==> config.mk <==
export PLATFORM = sky130hd
export DESIGN_NAME = bcd_digit_sub
export DESIGN_NICKNAME = d
export VERILOG_FILES = /design/src/rtl/bcd_sub_pkg.sv /design/src/rtl/nines_comp.sv /design/src/rtl/dec_adder.sv /design/src/rtl/sm_finish.sv /design/src/rtl/bcd_digit_sub.sv
export SDC_FILE = /design/constraint.sdc
export NUM_CORES = 1
export LEC_CHECK = 0
export BUFFER_PORTS_ARGS = -buffer_cell sky130_fd_sc_hd__buf_2
export CELL_PAD_IN_SITES_DETAIL_PLACEMENT = 1
export CELL_PAD_IN_SITES_GLOBAL_PLACEMENT = 1
export CORE_AREA = 4 4 41 43
export DETAILED_ROUTE_END_ITERATION = 8
export DIE_AREA = 0 0 45 47
export GPL_ROUTABILITY_DRIVEN = 0
export PLACE_DENSITY_LB_ADDON = 0.1
export SYNTH_ARGS = -nofsm -noshare
export SYNTH_HDL_FRONTEND = slang
export SYNTH_SLANG_ARGS = --single-unit
==> constraint.sdc <==
create_clock -name vclk -period 9.9
set_clock_uncertainty 0.15 [all_clocks]
set_input_delay 1.98 -clock vclk [all_inputs]
set_output_delay 1.98 -clock vclk [all_outputs]
set_load 0.005 [all_outputs]
==> src/rtl/bcd_sub_pkg.sv <==
package bcd_sub_pkg;

    localparam int DIGIT_W   = 4;
    localparam int DIGIT_MAX = 9;

    typedef logic [DIGIT_W-1:0] digit_t;

    // carry and corrected digit leaving the decimal adder
    typedef struct packed {
        logic   dcarry;
        digit_t digit;
    } dec_sum_t;

    // sign-magnitude result
    typedef struct packed {
        logic   neg;
        digit_t mag;
    } sm_result_t;

    localparam digit_t K_TEN = digit_t'(4'b1010);
    localparam digit_t K_SIX = digit_t'(4'b0110);

    // plain 4-bit add with carry in, carry out dropped
    function automatic digit_t add4(input digit_t x, input digit_t y, input logic cin);
        logic [DIGIT_W:0] t;
        t = {1'b0, x} + {1'b0, y} + {{DIGIT_W{1'b0}}, cin};
        return t[DIGIT_W-1:0];
    endfunction

endpackage

==> src/rtl/nines_comp.sv <==
module nines_comp
    import bcd_sub_pkg::*;
(
    input  digit_t d_in,
    output digit_t d_nc
);
    digit_t inv;

    always_comb begin
        for (int i = 0; i < DIGIT_W; i++) begin
            inv[i] = ~d_in[i];
        end
    end

    assign d_nc = add4(inv, K_TEN, 1'b0);
endmodule

==> src/rtl/dec_adder.sv <==
module dec_adder
    import bcd_sub_pkg::*;
(
    input  digit_t   op_x,
    input  digit_t   op_y,
    output dec_sum_t sum_o
);
    logic [DIGIT_W:0] raw;
    logic             over;

    always_comb begin
        raw  = {1'b0, op_x} + {1'b0, op_y};
        over = raw[DIGIT_W] | (raw[3] & (raw[2] | raw[1]));
        sum_o.dcarry = over;
        sum_o.digit  = add4(raw[DIGIT_W-1:0], over ? K_SIX : '0, 1'b0);
    end
endmodule

==> src/rtl/sm_finish.sv <==
module sm_finish
    import bcd_sub_pkg::*;
(
    input  dec_sum_t   sum_i,
    output sm_result_t res_o
);
    digit_t flip;
    digit_t addend;
    logic   neg_raw;

    always_comb begin
        neg_raw = ~sum_i.dcarry;
        flip    = sum_i.digit ^ {DIGIT_W{neg_raw}};
        // negative: add 1010; positive: add end-around carry 0001
        addend  = {neg_raw, 1'b0, neg_raw, sum_i.dcarry};
        res_o.mag = add4(flip, addend, 1'b0);
        // no negative zero
        res_o.neg = neg_raw & (res_o.mag != '0);
    end
endmodule

==> src/rtl/bcd_digit_sub.sv <==
module bcd_digit_sub
    import bcd_sub_pkg::*;
(
    input  logic [3:0] minuend,
    input  logic [3:0] subtrahend,
    output logic       diff_neg,
    output logic [3:0] diff_mag
);
    digit_t     w_ncomp;
    dec_sum_t   w_dsum;
    sm_result_t w_res;

    nines_comp u_nc (
        .d_in (subtrahend),
        .d_nc (w_ncomp)
    );

    dec_adder u_add (
        .op_x  (minuend),
        .op_y  (w_ncomp),
        .sum_o (w_dsum)
    );

    sm_finish u_fin (
        .sum_i (w_dsum),
        .res_o (w_res)
    );

    assign diff_neg = w_res.neg;
    assign diff_mag = w_res.mag;
endmodule

After elaboration in Yosys (flattened, before gate mapping):

Index checks and enable logic that the tools add are counted.

* memories: 0
* word-level logic and storage cells: 16
* flip-flop bits (word level): 0
* output and inout bits: 5
* memory bits (writable): 0
* memory bits (read-only): 0
* bits in latches: 0

* shift operators: 0
* add/sub/neg operators: 4
* divide/modulo/power cells: 0
* bitwise gates (word level): 10
* order comparisons: 0
* multiply operators: 0
* reductions and logical operators: 1
* eq/ne operators: 0
* mux-type cells: 1

Operator list (count)
* $add 4x4->4: 2
* $add 4x4->5: 1
* $not 1->1: 5
* $add 4x4->4 const B: 1
* $reduce_bool 4->1: 1
* $xor 4x4->4: 1
* $mux 3: 1
* $and 1x1->1: 2
* $or 1x1->1: 2

Longest topological paths before layout:

* depth in word-level cells: 12
* mapped depth: 16
* depth with buffers taken out: 15

Cells and area by module:

A second synthesis with hierarchy kept.

* cells, all modules: 45
* area, all modules: 402.9 um^2

By module, submodules not included
* dec_adder: seq. area each 0.0 um^2, cells each 22, area each 212.7 um^2, times used 1
* sm_finish: seq. area each 0.0 um^2, cells each 17, area each 150.1 um^2, times used 1
* nines_comp: seq. area each 0.0 um^2, cells each 6, area each 40.0 um^2, times used 1

Least setup slack after synthesis:

OpenSTA, ideal clock, no wires.

* path type: input -> output
* start point: input subtrahend[1]
* end point: output diff_neg
* arrival time: 5.068 ns
* stages on the path: 15
* slack: 2.702 ns
* cell sequence: inv_1 ha_1 ha_1 and2b_2 o21a_1 a311o_1 buf_6 ha_1 inv_1 fa_1 xnor2_1 nor3b_1 inv_1 a2111oi_4 a211oi_2

* word-level cells in the longest chain between the ends: 12

Ends and longest elaborated chain
* from (decl): line bcd_digit_sub.sv:5 `input logic [3:0] subtrahend,`
* $not 1->1 *: line nines_comp.sv:11 `inv[i] = ~d_in[i];`
* $add 4x4->4 *: line bcd_sub_pkg.sv:26 `t = {1'b0, x} + {1'b0, y} + {{DIGIT_W{1'b0}}, cin};`
* $add 4x4->5 *: line dec_adder.sv:12 `raw = {1'b0, op_x} + {1'b0, op_y};`
* $or 1x1->1: line dec_adder.sv:13 `over = raw[DIGIT_W] | (raw[3] & (raw[2] | raw[1]));`
* $and 1x1->1: line dec_adder.sv:13
* $or 1x1->1: line dec_adder.sv:13
* $mux 3: line dec_adder.sv:15 `sum_o.digit = add4(raw[DIGIT_W-1:0], over ? K_SIX : '0, 1'b0);`
* $add 4x4->4: line bcd_sub_pkg.sv:26
* $xor 4x4->4: line sm_finish.sv:13 `flip = sum_i.digit ^ {DIGIT_W{neg_raw}};`
* $add 4x4->4: line bcd_sub_pkg.sv:26
* $reduce_bool 4->1: line sm_finish.sv:18 `res_o.neg = neg_raw & (res_o.mag != '0);`
* $and 1x1->1 *: line sm_finish.sv:18
* to (decl): line bcd_digit_sub.sv:6 `output logic diff_neg,`

Mark *: on every way between the ends. The rest lies on a longest branch, timed or not.

Worst setup path after layout:

Same ends and word-level chain as after synthesis.

==> metrics.md <==
| Metric | Value |
|---|---|
| Synthesis-to-finish area growth | `17.21%` |
| Most frequent cells in the layout | `buf_2 (13), inv_1 (11), ha_1 (7)` |
| Final Hold Fails | `0` |
| Max Clock Freq | `128.9 MHz` |
| Syn_nets | `65` |
| Mean Syn Cell Area | `8.971 um^2` |
| Top Family by Delay on Critical Path | `adder cells` |
| Starting Density | `32.40%` |
| Hold Path Class | `primary input to primary output` |
| Endpoint class of the critical path | `primary output` |
| Grt total ovfl | `0` |
| Vias per cell | `4.770` |
| Startpoint Class | `primary input` |
| Sequential cell fraction of total power | `0%` |
| First-pass GRT wire length | `1545 um` |
| Maximum vdd drop | `0.00005232 V` |
| Setup violators final | `0` |
| WL per Instance | `11.23 um` |
| Hold-fix buffers, CTS | `0` |
| Vias in the first global route | `385` |
| Worst-Margin Slew | `0.4307 ns` |
| Final min period | `7.758 ns` |
| Max-slew violations | `0` |
| Top cells by area, synth | `ha_1 (21%), fa_1 (14%), inv_1 (9.8%)` |
| Worst slack at placement | `2.094 ns` |
| Sw Share | `51.51%` |
| # fillers | `174` |
| Antenna cells | `0` |
| Die Footprint | `2115 um^2` |
| Die X-Extent | `45 um` |
| Pin count of the biggest net entering global routing | `7` |
| Vias | `353` |
| Comb power frac | `100.0%` |
| Initial DRT Pass Iterations | `3` |
| Delay of the slowest critical-path stage | `0.52 ns` |
| Period utilization | `78.36%` |
| Psw | `0.00004873 W` |
| Commonest non-fill, non-tap cell in the layout | `buf_2` |
| Resized cells post-CTS | `0` |
| Core outline area | `1301 um^2` |
| Synth Warn # | `0` |
| DP HPWL | `793.5 um` |
| Sequential share of the synthesized area | `0%` |
| Worst path arrival time | `5.63 ns` |
| CP bufs+invs | `5` |
| Max-cap violations | `0` |
| Worst setup margin | `2.142 ns` |
| Leakage | `0.2535 nW` |
| Critical Path RT | `7.77 ns` |
| RSZ-0062 raised after global routing | `no` |
| Total Power | `0.00009461 W` |
| Power density over the cells | `191.4 nW/um^2` |
| GRT Util Overall | `9.385%` |
| Status | `complete, no violations` |
| Slew headroom | `71.08%` |
| Slowest-stage cell, CP | `fa_1` |
| Ports | `13` |
| DRT antenna net count | `0` |
| FF+latch count | `0` |
| Row count | `13` |
| Critical path cell sequence | `buf_2 > inv_1 > ha_1 > ha_1 > xor2_1 > a221oi_1 > a311o_1 > ha_1 > inv_1 > fa_1 > xnor2_1 > nor3b_1 > inv_1 > a2111oi_4 > a211oi_2 > buf_2` |
| Share of cells above drive strength 1 | `30.51%` |
| Post-synthesis cell area | `421.7 um^2` |
| Yosys top cell area share | `20.77%` |
| Die H | `47 um` |
| Setup_tns | `0 ns` |
| Layout clock buffer count | `0` |
| Final nets | `79` |
| Port Buf Inserts | `13` |
| Area leader, netlist | `ha_1` |
| Routed WL | `831 um` |
| Antenna violations before repair | `0` |
| WS Path Type | `primary input to primary output` |
| Register area | `0 um^2` |
| CP max FO | `6` |
| P_int | `0.00004588 W` |
| Clock power frac | `0%` |
| Initial DRC Count | `1` |
| Netlist cell types | `22` |
| Remaining DRCs | `0` |
| Gate Count Post-Synth | `47` |
| Post-CTS Setup Repair Bufs | `0` |
## worst paths after layout
| kind | slack (ns) | cells after the start | startpoint | endpoint |
|---|---|---|---|---|
| setup / recovery | 2.14 | 16 | subtrahend[1] | diff_neg |
| hold / removal | 4.23 | 4 | minuend[0] | diff_mag[0] |
## cells in the mapped netlist
cell type	instances
nor3_1	1
fa_1	3
nand2_1	1
a21o_1	1
a211oi_2	1
buf_6	1
xor2_1	3
ha_1	7
o21a_1	1
and4b_4	1
nor2_1	2
a221oi_1	1
xnor2_1	4
a2111oi_4	1
xor2_2	1
and2b_2	1
inv_1	11
a21oi_1	2
nand3b_1	1
nor3b_1	1
a311o_1	1
and2_1	1
## final cells by class
cell class         count  area [um^2]  share of cell area, %
inverters             11        41.29                  8.354
multi-input cells     35        369.1                  74.68
well taps             15        18.77                  3.797
repair buffers        13        65.06                  13.16
## cell families after synthesis
group	count (synthesis)	share of synthesized area [%]
and+or+nand+nor	9	14.24
adders and majority gates	10	35.01
AOI/OAI and AO/OA	8	19.88
xor gates and xnor gates	8	18.40
buffers and inverters	12	12.46
## metrics by stage
| stage | utilization, % | instance area (um^2) | std cells | hold WS (ns) |
|---|---|---|---|---|
| 4_1_cts | 37.98 | 494.2 | 74 | 4.239 |
| 3_3_place_gp | 37.98 | 494.2 | 74 | 4.243 |
| 5_1_grt | 37.98 | 494.2 | 74 | 4.271 |
| 3_5_place_dp | 37.98 | 494.2 | 74 | 4.232 |
| 2_1_floorplan | - | 421.7 | 47 | 3.990 |
| 6_report | 37.98 | 494.2 | 74 | 4.234 |
## tightest hold or removal path, delay by kind of cell
family                   cells  cell delay, ns
adder cells (fa/ha/maj)      1            0.15
buffers and inverters        3            0.27
## power by group through the flow
stage	logic, W	clock network [W]	registers (W)
2_1_floorplan	0.0000746	0	0
3_3_place_gp	0.0000966	0	0
3_5_place_dp	0.0000972	0	0
4_1_cts	0.0000975	0	0
5_1_grt	0.000107	0	0
6_report	0.0000946	0	0
## routing by layer
metal,up-vias,track usage (%),wire length (um)
li1,179,-,-
met1,166,11.99,346
met2,8,18.64,439
met3,0,0,45
met4,0,0,0
met5,-,0,0
No activity file was read; power rests on OpenSTA's default activity.
